## config.mk

```make
export PLATFORM = sky130hd
export DESIGN_NAME = pin_change_monitor
export DESIGN_NICKNAME = d
export VERILOG_FILES = /design/src/rtl/pcm_pkg.sv /design/src/rtl/pcm_sync.sv /design/src/rtl/pcm_detect.sv /design/src/rtl/pin_change_monitor.sv
export SDC_FILE = /design/constraint.sdc
export NUM_CORES = 1
export LEC_CHECK = 0
export ABC_CLOCK_PERIOD_IN_PS = 1000
export BUFFER_PORTS_ARGS = -buffer_cell sky130_fd_sc_hd__buf_2
export CELL_PAD_IN_SITES_DETAIL_PLACEMENT = 1
export CELL_PAD_IN_SITES_GLOBAL_PLACEMENT = 2
export CORE_MARGIN = 8
export CORE_UTILIZATION = 22
export CTS_BUF_LIST = sky130_fd_sc_hd__clkbuf_4 sky130_fd_sc_hd__clkbuf_8 sky130_fd_sc_hd__clkbuf_16
export CTS_CLUSTER_SIZE = 20
export DETAILED_ROUTE_END_ITERATION = 12
export PLACE_DENSITY_LB_ADDON = 0.1
export SLEW_MARGIN = 20
export SYNTH_ARGS = -nofsm -noshare
export SYNTH_HDL_FRONTEND = slang
export SYNTH_SLANG_ARGS = --single-unit
```

## constraint.sdc

```tcl
create_clock -name clk -period 1 [get_ports clk]
set_input_delay 0.15 -clock clk [delete_from_list [all_inputs] [get_ports clk]]
set_output_delay 0.15 -clock clk [all_outputs]
set_load 0.02 [all_outputs]
```

## src/rtl/pcm_pkg.sv

```systemverilog
package pcm_pkg;

    typedef enum logic [1:0] {
        RST_NONE = 2'd0,
        RST_SYS  = 2'd1,
        RST_POR  = 2'd2
    } rst_kind_e;

    // Power-on reset dominates the system reset.
    function automatic rst_kind_e pcm_rst_kind(input logic por_n, input logic sys_n);
        if (!por_n)      return RST_POR;
        else if (!sys_n) return RST_SYS;
        else             return RST_NONE;
    endfunction

endpackage

```

## src/rtl/pcm_sync.sv

```systemverilog
module pcm_sync #(
    parameter int W      = 8,
    parameter int STAGES = 2
) (
    input  logic         clk,
    input  logic [W-1:0] d_i,
    output logic [W-1:0] q_o
);
    logic [W-1:0] stage_q [STAGES];

    always_ff @(posedge clk) begin
        stage_q[0] <= d_i;
        for (int s = 1; s < STAGES; s++) begin
            stage_q[s] <= stage_q[s-1];
        end
    end

    assign q_o = stage_q[STAGES-1];
endmodule

```

## src/rtl/pcm_detect.sv

```systemverilog
module pcm_detect #(
    parameter int PORT_W = 8,
    parameter int MON_LO = 4,
    parameter int MON_W  = 4
) (
    input  logic [PORT_W-1:0] pins_i,
    input  logic [PORT_W-1:0] dir_in_i,
    input  logic [MON_W-1:0]  en_i,
    input  logic [MON_W-1:0]  snap_i,
    output logic              mismatch_o
);
    logic [MON_W-1:0] diff_vec;

    for (genvar b = 0; b < MON_W; b++) begin : g_bit
        assign diff_vec[b] = en_i[b] & dir_in_i[MON_LO+b] & (pins_i[MON_LO+b] ^ snap_i[b]);
    end

    assign mismatch_o = |diff_vec;
endmodule

```

## src/rtl/pin_change_monitor.sv

```systemverilog
module pin_change_monitor #(
    parameter int PORT_W      = 8,
    parameter int MON_LO      = 4,
    parameter int MON_W       = 4,
    parameter int SYNC_STAGES = 2
) (
    input  logic              clk,
    input  logic              por_n,
    input  logic              sys_rst_n,
    input  logic [PORT_W-1:0] pin_i,
    input  logic [PORT_W-1:0] dir_in_i,
    input  logic [MON_W-1:0]  ioc_en_i,
    input  logic              glb_ie_i,
    input  logic              rd_stb_i,
    input  logic              wr_stb_i,
    input  logic [PORT_W-1:0] wr_data_i,
    input  logic              flag_clr_i,
    output logic [PORT_W-1:0] rd_data_o,
    output logic [PORT_W-1:0] port_lat_o,
    output logic              flag_o,
    output logic              irq_o
);
    import pcm_pkg::*;

    localparam int MON_HI = MON_LO + MON_W - 1;

    typedef struct packed {
        logic              flag;
        logic [MON_W-1:0]  snap;
        logic [PORT_W-1:0] lat;
    } pcm_state_t;

    pcm_state_t        st_d, st_q;
    logic [PORT_W-1:0] pin_sync;
    logic [MON_W-1:0]  mon_now;
    logic [MON_W-1:0]  snap_cur;
    logic              mismatch;
    logic              access;
    rst_kind_e         rst_kind;

    pcm_sync #(.W(PORT_W), .STAGES(SYNC_STAGES)) u_sync (
        .clk (clk),
        .d_i (pin_i),
        .q_o (pin_sync)
    );

    pcm_detect #(.PORT_W(PORT_W), .MON_LO(MON_LO), .MON_W(MON_W)) u_detect (
        .pins_i     (pin_sync),
        .dir_in_i   (dir_in_i),
        .en_i       (ioc_en_i),
        .snap_i     (st_q.snap),
        .mismatch_o (mismatch)
    );

    assign mon_now  = pin_sync[MON_HI:MON_LO];
    assign snap_cur = st_q.snap;
    assign access   = rd_stb_i | wr_stb_i;
    assign rst_kind = pcm_rst_kind(por_n, sys_rst_n);

    always_comb begin
        st_d = st_q;
        unique case (rst_kind)
            RST_POR: begin
                st_d.flag = 1'b0;
                st_d.snap = mon_now;
                st_d.lat  = '0;
            end
            RST_SYS: begin
                st_d.flag = 1'b0;
                st_d.lat  = '0;
            end
            default: begin
                if (access)   st_d.snap = mon_now;
                if (wr_stb_i) st_d.lat  = wr_data_i;
                if (mismatch && !access) st_d.flag = 1'b1;
                else if (flag_clr_i)     st_d.flag = 1'b0;
            end
        endcase
    end

    always_ff @(posedge clk) begin
        st_q <= st_d;
    end

    assign rd_data_o  = pin_sync;
    assign port_lat_o = st_q.lat;
    assign flag_o     = st_q.flag;
    assign irq_o      = st_q.flag & glb_ie_i;
endmodule

```

==> qor.txt, run 1 <==
Result of the run -> complete, but fails checks
Mean Syn Cell Area -> 12.9 um^2
Vias per cell -> 3.79
Number of antenna violations at the first check in global routing -> 0
Worst Setup Start Kind -> flip-flop
Clock tree root driver cell -> clkbuf_8
Total DRC errors in the routed layout -> 0
Final standard cell count with taps included and fillers excluded -> 176
Standard-cell rows -> 23
Unrepaired setup endpoints after global routing -> yes
Insertion delay of the later-clocked pin in the worst-skew pair -> 280 ps
Maximum buffer depth of the clock tree -> 2
Leading cell types in the layout, fill and taps excluded -> buf_2, dfxtp_1, mux2i_1, nor2_1, dlygate4sd3_1
Fraction of layout instances using a drive strength above 1 -> 47.6%
Synth-to-layout area growth -> 49.8%
Die footprint -> 6420 um^2
GR Overflow Total -> 0
Cell family contributing the most delay on the critical path -> flip-flops
Final hold violations -> 0
Leakage -> 0.658 nW
First-pass GRT wire length -> 3.22 mm
Worst setup path class -> reg2reg
Normalized max-slew margin -> 84.7%
Worst min-delay path class -> in2reg
Worst Max-Slew Pin Slew -> 228 ps
Floorplan Core Area -> 3970 um^2
Placer Congestion -> 0.642
Required time at the worst-slack endpoint -> 1170 ps
Number of max-slew violations in the final report -> 0
Max capacitance violation total -> 0
Worst vdd ir -> 0.000745 V
Net count after synthesis -> 105
Count of different cell masters after synthesis -> 16
Routed wire length -> 2.17 mm
Number of routed nets with antenna violations -> 0
Portion of the post-synthesis area used by sequential elements -> 68.6%
Number of H-tree branching levels -> 2
Count of buffers inserted at the top-level ports -> 48
Number of cells produced by synthesis -> 70
Clock transition time at the flip-flop clock pins of the worst setup and hold paths -> 70 ps
Count of state elements after synthesis -> 29
Area used by sequential logic in the layout -> 622 um^2
Fillers -> 453
Worst setup slack after layout -> -15.2 ps
Count of warnings emitted by yosys -> 0
Total placed cells including tap cells -> 160
Cell-by-cell trace of the critical path -> xor2_1 -> nand3_1 -> nand4_1 -> a21o_1
CTS Buf Count -> 5
Starting utilization of the core area -> 22.8%
CP bufs+invs -> 0
Count of routing violations after the opening detailed-route iteration -> 10
Endpoint type of the worst setup path -> flip-flop
Final routed wire length divided by cell count -> 12.3 um
Most common cell after layout, fill and taps aside -> buf_2
Synthesized area -> 905 um^2
Slowest-stage cell, CP -> edfxtp_1
Longest individual stage delay on the worst path -> 380 ps
Number of detailed-route iterations in the first pass -> 2
Final worst path period share -> 102%
Worst clock skew -> 4.35 ps
Net total in the final layout -> 160
Multi-input gate area in the final layout -> 215 um^2
Violations in the final reports -> setup timing
Maximum clock frequency -> 985 MHz
Total power -> 0.00269 W
Aggregate global-route resource usage -> 6.82%
Die Y -> 80.1 um
Pin count of the biggest net entering global routing -> 11
Time the final worst path needs with I/O delays and setup -> 1020 ps
Core Util, Final -> 34.1%
Clock sink count -> 29
Cell area power density -> 1990 nW/um^2
Largest fanout on the critical path -> 1
IO Count -> 53
Number of diodes -> 0
Worst Path Arrival -> 1190 ps
Via count of the first global-routing pass -> 681
Final setup violation count -> 2
Die width -> 80.1 um
Worst hold-check slack -> 114 ps
Vias after detailed routing -> 667
CTS tree -> built
[final timing paths]
kind                                startpoint  slack [ps]  cells after the start                            end
setup reg to reg         snap_cur[0]$_DFFE_PP_         -20                      4            flag_o$_SDFFE_PP0P_
hold / removal                    wr_data_i[0]         110                      3     port_lat_o[0]$_SDFFE_PP0P_
setup / recovery         snap_cur[0]$_DFFE_PP_         -20                      4            flag_o$_SDFFE_PP0P_
hold reg to reg   u_sync.stage_q[0][6]$_DFF_P_         320                      0  u_sync.stage_q[0][14]$_DFF_P_
[kinds of logic after synthesis]
kind of cell	share of synthesized area [%]
multiplexers	8.85
AND/OR/NAND/NOR	9.41
XOR/XNOR	3.87
AO/OA/AOI/OAI	1.38
flip-flops	68.6
buffers and inverters	7.88
[layer usage]
metal | up-vias | GRT usage [%] | part of all wire, %
met2 | 31 | 9.78 | 44
met1 | 298 | 6.78 | 39
met4 | 0 | 3.27 | 1.9
met5 | - | 0 | 0
met3 | 5 | 5.92 | 15
li1 | 333 | - | -
[per-stage QoR]
stage / worst slack, ps / TNS [ps] / area, um^2
CTS: -38.6 / -63.3 / 1350
detailed placement: -46.5 / -46.5 / 1140
floorplan: 64.8 / 0 / 905
global route: -78.7 / -142 / 1360
finish: -15.2 / -20.2 / 1360
global placement: -13.1 / -13.1 / 1140
[synth_stat cells]
| library cell | n | area share, % |
|---|---|---|
| nand2_1 | 1 | 0.41 |
| nor2_1 | 8 | 3.3 |
| nor3b_1 | 1 | 0.83 |
| and2_1 | 1 | 0.69 |
| buf_4 | 8 | 6.6 |
| nand3_1 | 4 | 2.2 |
| a21o_1 | 1 | 0.83 |
| edfxtp_1 | 4 | 13 |
| dfxtp_1 | 25 | 55 |
| o21ai_0 | 1 | 0.55 |
| nand4_1 | 1 | 0.69 |
| xor2_1 | 4 | 3.9 |
| mux2i_1 | 8 | 8.9 |
| nand2_2 | 1 | 0.69 |
| nor3_1 | 1 | 0.55 |
| buf_6 | 1 | 1.2 |
[worst reg2reg max path: stages, from the launching register on]
cell and delay (ps):
edfxtp_1 380, xor2_1 170, nand3_1 90, nand4_1 110
a21o_1 170
[layout make-up]
cell class / instances / share of cell area [%]
Clock inverter: 2 / 2.59
Multi-Input combinational cell: 32 / 15.9
Sequential cell: 29 / 45.9
Timing Repair Buffer: 57 / 25.4
Tap cell: 50 / 4.62
Clock buffer: 6 / 5.63
[sequential cells by signal (all words and copies together), names as in the netlist]
signal          cells
snap_cur            4
flag_o              1
port_lat_o          8
u_sync.stage_q     16
[what timing repair did]
item                                   4_1_cts  5_1_grt
buffers inserted                             0        0
pin swaps                                    3        1
hold buffers                                 8        0
setup endpoints to repair                    3        5
endpoints found under the hold margin        8        0
gates resized for setup                      4        4
[report_power, final]
| group | switching (W) | leakage (nW) | internal, W |
|---|---|---|---|
| sequential | 0.0000221 | 0.249 | 0.00124 |
| clock | 0.000431 | 0.0586 | 0.000765 |
| combinational | 0.000112 | 0.351 | 0.000121 |
| total | 0.000564 | 0.658 | 0.00213 |
No activity file was read; power rests on OpenSTA's default activity.
==> run 2, diff against run 1 <==
CORE_MARGIN = not set   (was 8)
==> qor.txt, run 2 (synthesis gave the netlist of run 1 again) <==
Maximum clock frequency -> 1010 MHz (+2.1%)
Total power -> 0.00266 W (-1.1%)
Insertion delay of the later-clocked pin in the worst-skew pair -> 280 ps (about the same)
Vias after detailed routing -> 664 (-0.45%)
Number of antenna violations at the first check in global routing -> 0 (unchanged)
Slowest-stage cell, CP -> dfxtp_2
Via count of the first global-routing pass -> 651 (-4.4%)
Most common cell after layout, fill and taps aside -> buf_2
Largest reg by FF count -> u_sync.stage_q
Die width -> 66.1 um (-17%)
Worst Max-Slew Pin Slew -> 200 ps (-28.1 ps)
Aggregate global-route resource usage -> 8.93% (+2.1 points)
Required time at the worst-slack endpoint -> 850 ps (-320 ps)
Maximum buffer depth of the clock tree -> 2 (unchanged)
Time the final worst path needs with I/O delays and setup -> 994 ps (-21.0 ps)
Count of routing violations after the opening detailed-route iteration -> 4 (-6)
Clock sink count -> 29 (unchanged)
Cell area power density -> 1970 nW/um^2 (-0.71%)
Leading cell types in the layout, fill and taps excluded -> buf_2, dfxtp_1, mux2i_1, nor2_1, dlygate4sd3_1
Setup Buffers After CTS -> 0 (unchanged)
Number of diodes -> 0 (unchanged)
Final hold violations -> 0 (unchanged)
Worst vdd ir -> 0.00131 V (+75%)
IO Count -> 53 (unchanged)
Worst setup path class -> reg2out
Clock tree root driver cell -> clkbuf_8
Number of H-tree branching levels -> 2 (unchanged)
Synth-to-layout area growth -> 49.2%
Fraction of layout instances using a drive strength above 1 -> 47.6% (unchanged)
Worst Setup Start Kind -> flip-flop
Longest individual stage delay on the worst path -> 320 ps (-60 ps)
Vias per cell -> 3.82 (+0.69%)
Worst Path Arrival -> 840 ps (-350 ps)
Startpoint of the most critical register-to-register path -> snap_cur[1]$_DFFE_PP_
Final setup violation count -> 0 (-2)
Floorplan Core Area -> 3800 um^2 (-4.3%)
Placer Congestion -> 0.558 (-13%)
Endpoint type of the worst setup path -> primary output
Worst min-delay path class -> in2reg
Fillers -> 432 (-4.6%)
Final worst path period share -> 99.4% (-2.1 points)
Final routed wire length divided by cell count -> 10.4 um (-16%)
Die footprint -> 4370 um^2 (-32%)
Worst Hold Path Cells -> 3 (unchanged)
HPWL Detailed -> 1.24 mm
First-pass GRT wire length -> 2.73 mm (-15%)
Total DRC errors in the routed layout -> 0 (unchanged)
Net total in the final layout -> 160 (unchanged)
Max capacitance violation total -> 0 (unchanged)
GR Overflow Total -> 0 (unchanged)
Number of flip-flops in the largest register -> 16 (unchanged)
Beginning of the critical path -> flag_o$_SDFFE_PP0P_
Clock transition time at the flip-flop clock pins of the worst setup and hold paths -> 60 ps (about the same)
Startpoint of the tightest hold check path -> wr_data_i[5]
Area used by sequential logic in the layout -> 623 um^2 (+0.20%)
Number of routed nets with antenna violations -> 0 (unchanged)
Starting utilization of the core area -> 23.8% (+1.0 points)
Cell-by-cell trace of the critical path -> and2_4 -> buf_6
Leakage -> 0.651 nW (-1.1%)
Reg2reg setup slack -> 30 ps (+50 ps)
Worst slack at placement -> -6.37 ps (+40.1 ps)
Multi-input gate area in the final layout -> 215 um^2 (unchanged)
Worst R2R End -> flag_o$_SDFFE_PP0P_
Worst clock skew -> 1.83 ps (-2.52 ps)
Endpoint of the worst hold path -> port_lat_o[5]$_SDFFE_PP0P_
Routed wire length -> 1.80 mm (-17%)
Die Y -> 66.1 um (-17%)
Count of buffers inserted at the top-level ports -> 48 (unchanged)
Worst setup slack after layout -> 5.86 ps (+21.0 ps)
CTS Buf Count -> 5 (unchanged)
Pin count of the biggest net entering global routing -> 11 (unchanged)
Result of the run -> completed
Number of cells on the worst reg-to-reg path -> 4 (unchanged)
Normalized max-slew margin -> 86.6% (+1.9 points)
Number of max-slew violations in the final report -> 0 (unchanged)
Standard-cell rows -> 22 (-4.3%)
Number of detailed-route iterations in the first pass -> 2 (unchanged)
Largest fanout on the critical path -> 3 (+2)
Unrepaired setup endpoints after global routing -> yes
CTS tree -> built
## run 2: worst max-delay path by stage
stage	endpoint	slack, ps	cells past startpoint
final	irq_o	6	2
after global routing	flag_o$_SDFFE_PP0P_	-50	4
after CTS	flag_o$_SDFFE_PP0P_	-9	4
after detailed placement	flag_o$_SDFFE_PP0P_	-6	4
after global placement	flag_o$_SDFFE_PP0P_	-4	4
after floorplan	flag_o$_SDFFE_PP0P_	60	4
## run 2: area by class of cell
| cell class | instances | share of cell area, % |
|---|---|---|
| flip-flops and latches | 29 | 46.2 |
| multi-input cells | 32 | 15.9 |
| repair buffers | 57 | 25.3 |
| well taps | 48 | 4.45 |
| clock inverters | 3 | 3.06 |
| clock buffers | 5 | 5.10 |
## run 2: per-layer routing
layer	GRT usage, %	part of all wire (%)	up-vias
met5	0	0	-
met4	4.79	1.7	0
met3	5.86	12	4
met2	13.8	49	33
met1	9.13	37	294
li1	-	-	333
## run 2: power by group
part / switching (W) / internal [W] / total (W)
Combinational: 0.000105 / 0.000119 / 0.000224
Sequential: 0.0000232 / 0.00124 / 0.00127
Clock: 0.000442 / 0.000732 / 0.00117
## run 2: repair_timing
item	in CTS	in global routing
hold buffers	8	0
setup endpoints to repair	2	6
endpoints found under the hold margin	8	0
gates resized for setup	4	4
pin swaps	10	2
## run 2: critical path, delay by kind of cell, from the launching register on
family | cells | cell delay [ps]
DFF | 1 | 320
and+or+nand+nor | 1 | 130
buffers and inverters | 1 | 120
## run 2: stage by stage
| step | hold slack [ps] | area, um^2 | utilization (%) | cells | setup TNS, ps |
|---|---|---|---|---|---|
| finish | 108 | 1350 | 35.5 | 174 | 0 |
| global route | 111 | 1350 | 35.5 | 174 | -94.8 |
| CTS | 106 | 1340 | 35.3 | 174 | -17.9 |
| detailed placement | 255 | 1140 | 30.0 | 158 | -6.37 |
| global placement | 253 | 1140 | 30.0 | 158 | -3.74 |
| floorplan | 178 | 905 | - | 70 | 0 |
==> run 3, diff against run 2 <==
CORE_UTILIZATION = 23   (was 22)
CTS_BUF_LIST = sky130_fd_sc_hd__clkbuf_8   (was sky130_fd_sc_hd__clkbuf_4 sky130_fd_sc_hd__clkbuf_8 sky130_fd_sc_hd__clkbuf_16)
==> qor.txt, run 3 (synthesis gave the netlist of run 1 again) <==
Result of the run -> completed
HPWL Detailed -> 1.26 mm (+1.9%)
Worst vdd ir -> 0.000911 V (-30%)
Post-DP Area -> 1150 um^2 (+0.66%)
Clock network fraction of design power -> 37.1% (-6.9 points)
Via count of the first global-routing pass -> 673 (+3.4%)
Floorplan Core Area -> 3720 um^2 (-2.2%)
Clock tree root driver cell -> clkbuf_8
Net total in the final layout -> 161 (+0.63%)
Worst setup path class -> reg2out
Largest fanout on the critical path -> 3 (unchanged)
Worst Path Arrival -> 840 ps (about the same)
Number of diodes -> 0 (unchanged)
Cell area power density -> 1790 nW/um^2 (-9.2%)
Leading cell types in the layout, fill and taps excluded -> buf_2, dfxtp_1, mux2i_1, nor2_1, dlygate4sd3_1
Cell-internal power -> 0.00183 W (-12%)
Number of routed nets with antenna violations -> 0 (unchanged)
Worst Max-Slew Pin Slew -> 195 ps (-5.20 ps)
Worst Setup Start Kind -> flip-flop
Die Y -> 64.7 um (-2.1%)
Leakage -> 0.652 nW (+0.19%)
Standard-cell rows -> 22 (unchanged)
Area of all placed cells without fillers -> 1330 um^2 (-1.8%)
Required time at the worst-slack endpoint -> 850 ps (about the same)
Insertion delay of the later-clocked pin in the worst-skew pair -> 270 ps (about the same)
Area used by sequential logic in the layout -> 622 um^2 (-0.20%)
Max capacitance violation total -> 0 (unchanged)
Largest reg by FF count -> u_sync.stage_q
Switching power -> 0.000543 W (-4.7%)
GR Overflow Total -> 0 (unchanged)
Worst clock skew -> 2.65 ps (+0.827 ps)
Most common cell after layout, fill and taps aside -> buf_2
Seq pwr share -> 53.3% (+5.8 points)
Multi-input gate area in the final layout -> 215 um^2 (unchanged)
Maximum clock frequency -> 1010 MHz (+0.40%)
Vias after detailed routing -> 672 (+1.2%)
Fillers -> 437 (+1.2%)
Reg2reg setup slack -> 10 ps (-20 ps)
Die width -> 64.7 um (-2.1%)
Total power -> 0.00238 W (-11%)
Aggregate global-route resource usage -> 9.43% (+0.50 points)
Worst min-delay path class -> in2reg
Routed wire length -> 1.79 mm (-0.61%)
Worst slack at placement -> -25.6 ps (-19.3 ps)
Synth-to-layout area growth -> 46.6%
Clock transition time at the flip-flop clock pins of the worst setup and hold paths -> 60 ps (about the same)
Clock sink count -> 29 (unchanged)
CTS Buf Count -> 5 (unchanged)
Final worst path period share -> 99.0% (-0.40 points)
Fraction of layout instances using a drive strength above 1 -> 47.2% (-0.37 points)
Normalized max-slew margin -> 87.0% (+0.35 points)
Number of max-slew violations in the final report -> 0 (unchanged)
Number of H-tree branching levels -> 2 (unchanged)
Vias per cell -> 3.84 (+0.63%)
Sw frac -> 22.8% (+1.5 points)
Number of antenna violations at the first check in global routing -> 0 (unchanged)
IO Count -> 53 (unchanged)
Count of buffers inserted at the top-level ports -> 48 (unchanged)
Number of detailed-route iterations in the first pass -> 2 (unchanged)
Unrepaired setup endpoints after global routing -> yes
Pin count of the biggest net entering global routing -> 11 (unchanged)
Final routed wire length divided by cell count -> 10.2 um (-1.2%)
Comb power frac -> 9.6% (+1.2 points)
Placer Congestion -> 0.579 (+3.6%)
Die footprint -> 4190 um^2 (-4.2%)
Count of routing violations after the opening detailed-route iteration -> 8 (+4)
Final hold violations -> 0 (unchanged)
Number of flip-flops in the largest register -> 16 (unchanged)
Setup Buffers After CTS -> 0 (unchanged)
Final setup violation count -> 0 (unchanged)
CTS tree -> built
Time the final worst path needs with I/O delays and setup -> 990 ps (-4.01 ps)
Endpoint type of the worst setup path -> primary output
First-pass GRT wire length -> 2.81 mm (+2.8%)
Starting utilization of the core area -> 24.3% (+0.53 points)
Total DRC errors in the routed layout -> 0 (unchanged)
Worst setup slack after layout -> 9.87 ps (+4.01 ps)
Maximum buffer depth of the clock tree -> 2 (unchanged)
Core Util, Final -> 35.7% (+0.15 points)
-- run 3: cell types whose count changed in the layout (fill, tap and decap cells not counted), sizes merged --
| cell | previous run | this run |
|---|---|---|
| clkinv | 1 | 2 |
| clkinvlp | 1 | 0 |
| inv | 0 | 1 |
| bufinv | 1 | 0 |
| buf | 49 | 50 |
-- run 3: timing repair --
action	in CTS	in global routing
endpoints found under the setup margin	2	5
hold endpoints to repair	8	0
resized for setup	1	5
hold buffers	8	0
pin swaps	9	3
-- run 3: area by class of cell --
cell class,count,area share [%]
timing repair buffer,58,26.1
multi-input combinational,32,16.2
clock buffer,5,5.19
tap,48,4.53
sequential,29,46.9
clock inverter,3,1.04
-- run 3: critical path, stage by stage (launching register included) --
cell and delay, ps:
dfxtp_2 320, and2_4 130, buf_6 120
-- run 3: metrics by stage --
stage / std cells / hold slack (ps) / TNS (ps)
finish: 175 / 116 / 0
global route: 175 / 119 / -103
CTS: 175 / 107 / -56.5
detailed placement: 159 / 254 / -25.6
global placement: 159 / 252 / -3.02
floorplan: 70 / 178 / 0
-- run 3: path summary, 6_finish.rpt --
path | startpoint | endpoint | cells past startpoint
worst max-delay path | flag_o$_SDFFE_PP0P_ | irq_o | 2
worst min-delay path | wr_data_i[6] | port_lat_o[6]$_SDFFE_PP0P_ | 3
worst max register to register | snap_cur[0]$_DFFE_PP_ | flag_o$_SDFFE_PP0P_ | 4
worst min register to register | u_sync.stage_q[0][3]$_DFF_P_ | u_sync.stage_q[0][11]$_DFF_P_ | 0
-- run 3: per-layer routing --
layer	up-vias	routed length (um)	share of wire, %	GRT usage (%)
met1	299	781	44	9.84
met5	-	0	0	0
li1	335	-	-	-
met2	33	795	44	14.7
met3	5	162	9.1	5.11
met4	0	51	2.8	5.83
-- run 3: power by group through the flow --
stage / Sequential [W] / Clock, W / Combinational, W
6_report: 0.00127 / 0.000883 / 0.000228
5_1_grt: 0.00127 / 0.000995 / 0.000250
4_1_cts: 0.00127 / 0.000933 / 0.000230
3_3_place_gp: 0.00129 / 0 / 0.000202
2_1_floorplan: 0.00130 / 0 / 0.000112
3_5_place_dp: 0.00129 / 0 / 0.000204
